`src/rtl/scr_pkg.sv`:
```
package scr_pkg;

    localparam int unsigned SCR_ORDER_DEFAULT = 3;
    localparam int unsigned SCR_MAX_TAPS      = 32;

    // one registered output beat
    typedef struct packed {
        logic valid;
        logic data;
    } scr_beat_t;

    // modulo-2 sum of all set bits
    function automatic logic gf2_sum(input logic [SCR_MAX_TAPS-1:0] v);
        logic acc;
        acc = 1'b0;
        for (int i = 0; i < SCR_MAX_TAPS; i++) acc = acc ^ v[i];
        return acc;
    endfunction

endpackage

```
`src/rtl/scr_coef_reg.sv`:
```
module scr_coef_reg #(
    parameter int unsigned TAPS = 4
) (
    input  logic            clk,
    input  logic            rst,
    input  logic            load,
    input  logic [TAPS-1:0] coef_in,
    output logic [TAPS-1:0] coef_q
);
    localparam logic [TAPS-1:0] COEF_RESET = TAPS'(1);

    always_ff @(posedge clk) begin
        if (rst)       coef_q <= COEF_RESET;
        else if (load) coef_q <= coef_in;
    end
endmodule

```
`src/rtl/scr_history.sv`:
```
module scr_history #(
    parameter int unsigned ORDER = 3
) (
    input  logic             clk,
    input  logic             rst,
    input  logic             shift_en,
    input  logic             din,
    output logic [ORDER-1:0] hist_q
);
    // hist_q[k] holds the bit accepted k+1 accepted bits ago
    generate
        if (ORDER == 1) begin : g_single
            always_ff @(posedge clk) begin
                if (rst)           hist_q <= '0;
                else if (shift_en) hist_q <= din;
            end
        end else begin : g_multi
            always_ff @(posedge clk) begin
                if (rst)           hist_q <= '0;
                else if (shift_en) hist_q <= {hist_q[ORDER-2:0], din};
            end
        end
    endgenerate
endmodule

```
`src/rtl/scr_tap_combiner.sv`:
```
module scr_tap_combiner #(
    parameter int unsigned TAPS = 4
) (
    input  logic [TAPS-1:0] coef,
    input  logic [TAPS-1:0] window,
    output logic            sum
);
    logic [TAPS-1:0] gated;
    logic [TAPS:0]   chain;

    assign chain[0] = 1'b0;

    generate
        for (genvar i = 0; i < TAPS; i++) begin : g_tap
            assign gated[i]   = coef[i] & window[i];
            assign chain[i+1] = chain[i] ^ gated[i];
        end
    endgenerate

    assign sum = chain[TAPS];
endmodule

```
`src/rtl/fwd_scrambler.sv`:
```
module fwd_scrambler #(
    parameter int unsigned ORDER = scr_pkg::SCR_ORDER_DEFAULT
) (
    input  logic           clk,
    input  logic           rst,
    input  logic           coef_load,
    input  logic [ORDER:0] coef_in,
    input  logic           bit_valid,
    input  logic           bit_in,
    output logic           bit_out,
    output logic           out_valid
);
    import scr_pkg::*;

    localparam int unsigned TAPS = ORDER + 1;

    logic [TAPS-1:0]  coef_q;
    logic [ORDER-1:0] hist_q;
    logic [TAPS-1:0]  window;
    logic             tap_sum;
    scr_beat_t        beat_q;

    scr_coef_reg #(.TAPS(TAPS)) u_coef (
        .clk     (clk),
        .rst     (rst),
        .load    (coef_load),
        .coef_in (coef_in),
        .coef_q  (coef_q)
    );

    scr_history #(.ORDER(ORDER)) u_hist (
        .clk      (clk),
        .rst      (rst),
        .shift_en (bit_valid),
        .din      (bit_in),
        .hist_q   (hist_q)
    );

    assign window = {hist_q, bit_in};

    scr_tap_combiner #(.TAPS(TAPS)) u_comb (
        .coef   (coef_q),
        .window (window),
        .sum    (tap_sum)
    );

    always_ff @(posedge clk) begin
        if (rst) begin
            beat_q <= '0;
        end else begin
            beat_q.valid <= bit_valid;
            if (bit_valid) beat_q.data <= tap_sum;
        end
    end

    assign bit_out   = beat_q.data;
    assign out_valid = beat_q.valid;
endmodule

```
`config.mk`:
```
export PLATFORM = sky130hd
export DESIGN_NAME = fwd_scrambler
export DESIGN_NICKNAME = d
export VERILOG_FILES = /design/src/rtl/scr_pkg.sv /design/src/rtl/scr_coef_reg.sv /design/src/rtl/scr_history.sv /design/src/rtl/scr_tap_combiner.sv /design/src/rtl/fwd_scrambler.sv
export SDC_FILE = /design/constraint.sdc
export NUM_CORES = 1
export LEC_CHECK = 0
export ABC_AREA = 1
export BUFFER_PORTS_ARGS = -buffer_cell sky130_fd_sc_hd__buf_4
export CAP_MARGIN = 20
export CORE_AREA = 2 2 39 41
export DETAILED_ROUTE_END_ITERATION = 16
export DIE_AREA = 0 0 41 43
export SLEW_MARGIN = 20
export SYNTH_ARGS = -nofsm -noshare
export SYNTH_HDL_FRONTEND = slang
export SYNTH_SLANG_ARGS = --single-unit
```
`constraint.sdc`:
```
create_clock -name clk -period 1.2 [get_ports clk]
set_clock_uncertainty 0.2 [all_clocks]
set_input_delay 0.12 -clock clk [delete_from_list [all_inputs] [get_ports clk]]
set_output_delay 0.12 -clock clk [all_outputs]
set_load 0.05 [all_outputs]
```
==> impl_metrics.ini <==
[power_and_ir_drop]
power.share.clock = 0.340
intPower_w = 0.000508
p_leak_nw = 0.299
comb_power_share = 0.176
powerDensity_nw_per_um2 = 1180
ir_worst_vdd_uv = 495
power_switching_w = 0.000180
seqPwrFrac = 0.484
sw_frac_of_total = 0.261

[critical_path]
r2r_slack_ns = 0.09
crit_chain = nand2_1, inv_1, nand2_1, nand2_1, nand2_1, nand3_1, nand2_1, inv_1
timing.rr.end = bit_out
worst-path-max-fanout = 3
critPathTopFamily = simple AND/OR/NAND/NOR gates
cp.arrival_ns = 1.07
critPathBufInv = 2
cp-end-kind = register
crit_type = reg -> reg
r2r_start = u_coef.coef_q[0]
critPathMostFrequentCell = nand2_1
critPathRequiredTime_ns = 1.16
start_kind = register
rr_worst_depth = 8
slowest_stage = dfxtp_1
critical_path.max_stage_delay_ns = 0.31

[logic_synthesis]
synthesis.area_um2 = 383
synth_compound_area_frac = 0.0784
synth.yosys.warnings = 0
synth-simple-area-share = 0.369
synth_adder_area_share = 0
synth_cells = 57
syn_nets = 66
synth.largest_area_cell = dfxtp_1
synthDistinctLibCells = 8
synth-seq-cells = 9
syn_avg_cell_area_um2 = 6.72
synth_xor_area_frac = 0.0229
synth_top_area_share = 0.471
synth_top_cells_by_area = dfxtp_1 47%, nor2_1 15%, nand2_1 14%, o21ai_0 7.8%, inv_1 5.9%
synthMuxAreaShare = 0
synth_top_family_by_area = simple AND/OR/NAND/NOR gates
ys_seq_area_frac = 0.471

[final_layout]
finalInstanceArea_um2 = 584
antenna_cells = 0
fillers = 158
area_growth_pct = 52.6
multi_input_area_um2 = 180
layout.nets = 89
seqCellArea_um2 = 180
drive_above_1_share = 0.203

[clock_tree]
clock_path_buffers = 2
path_clk_slew_ns = 0.06
h-tree-depth = 1
cts_root_buffer = clkbuf_4
clk_latency_ns = 0.26
cts_buffers = 3
cts_tree = built
cts.sinks = 9

[outcome]
outcome = completed

[global_route]
antenna_found_initial = 0
grt_max_degree = 8
grt_pass1_vias = 385
overflow = 0
globalRouteTotalUtil = 0.121
grt_first_pass_wirelength_um = 1390

[die]
fp.dieW_um = 41
die_h_um = 43
dieArea_um2 = 1760
rows = 14
start_util = 0.277
ios = 11
core_area_um2 = 1380

[timing]
drv_slew = 0
fin_crit_ns = 1.11
worst_slew_pin_slew_ns = 0.167
finalHoldViolCount = 0
setup_viol = 0
fmax_mhz = 900
period_share = 0.926
setup_tns_ns = 0
slew_headroom = 0.887
rsz0062_at_grt = false

[min_path]
min_delay_path_depth = 8
worstHoldStart = bit_in
min_path_type = in -> reg
hold_end = bit_out

[drt]
drt_iter0_markers = 9
wl_um = 824
vias = 411
wl_per_cell_um = 8.67
viasPerCell = 4.33
drcViolationCount = 0
ant_nets = 0
dr.pass1.iters = 4

[job]
max_cap_viol_count = 0

[placement]
gp_congestion = 0.670
io_buffers = 10
hpwl_um = 560
placed_area_um2 = 478
-- placed cells by master (no fill, tap or decap) --
cell	netlist	layout
buf_4	0	10
nor2_1	15	15
nand2_2	2	2
inv_1	6	5
clkbuf_1	0	1
clkbuf_4	0	3
dlygate4sd3_1	0	8
inv_2	0	1
nand3_1	4	4
nand2_1	14	14
dfxtp_1	9	9
o21ai_0	6	6
xnor2_1	1	1
-- worst max-delay path by stage --
stage / startpoint / to / slack (ns) / cells after the start
5_1_grt: u_hist.hist_q[0] / bit_out / 0.006 / 8
4_1_cts: rst / u_coef.coef_q[3] / 0.05 / 5
3_5_place_dp: u_coef.coef_q[0] / bit_out / 0.1 / 8
2_1_floorplan: bit_out / bit_out / 0.09 / 4
3_3_place_gp: u_hist.hist_q[1] / bit_out / 0.12 / 7
6_report: u_coef.coef_q[0] / bit_out / 0.09 / 8
-- cells in the mapped netlist (all sizes together) --
library cell,n
nand2,16
nor2,15
dfxtp,9
inv,6
o21ai,6
nand3,4
xnor2,1
-- routing by layer --
metal	track usage	routed length [um]
met5	0	0
met3	0.0157	7
met2	0.194	427
met4	0.120	21
met1	0.119	368
-- state kept, by name, summed over array words and instances, names as in the netlist --
name           count
bit_out            1
u_coef.coef_q      4
u_hist.hist_q      3
out_valid          1
-- timing repair --
action,in CTS,in global routing
resized for setup,0,1
buffers inserted,0,0
hold buffers,8,0
hold endpoints to repair,9,0
setup endpoints to repair,0,6
-- per-stage QoR --
stage | utilization | hold WS, ns | setup WS [ns] | power, W | std cells
6_report | 0.422 | 0.192 | 0.0891 | 0.000687 | 95
3_5_place_dp | 0.345 | 0.0978 | 0.0960 | 0.000439 | 83
3_3_place_gp | 0.345 | 0.0994 | 0.117 | 0.000437 | 83
5_1_grt | 0.422 | 0.251 | 0.00646 | 0.000728 | 95
4_1_cts | 0.422 | 0.194 | 0.0496 | 0.000695 | 95
2_1_floorplan | - | -0.00762 | 0.0918 | 0.000397 | 57
-- cell type report --
cell class	count	share of cell area
Sequential cell	9	0.308
Timing Repair Buffer	18	0.266
Multi-Input combinational cell	42	0.308
Tap cell	16	0.0343
Clock buffer	4	0.0450
Inverter	6	0.0385
-- tightest hold or removal path, delay by kind of cell --
family	cells	cell delay [ns]
simple gates	6	0.38
buf+inv	2	0.11
-- cell families after synthesis --
kind of cell	Yosys count
and+or+nand+nor	35
DFF	9
AOI/OAI and AO/OA	6
buffers and inverters	6
xor gates and xnor gates	1
-- power groups by stage --
stage | sequential [W] | clock, W | combinational [W]
3_3_place_gp | 0.000339 | 0 | 0.0000980
6_report | 0.000333 | 0.000234 | 0.000121
4_1_cts | 0.000333 | 0.000242 | 0.000120
3_5_place_dp | 0.000340 | 0 | 0.0000991
2_1_floorplan | 0.000353 | 0 | 0.0000444
5_1_grt | 0.000335 | 0.000260 | 0.000134
(Power assumes the default switching activity.)
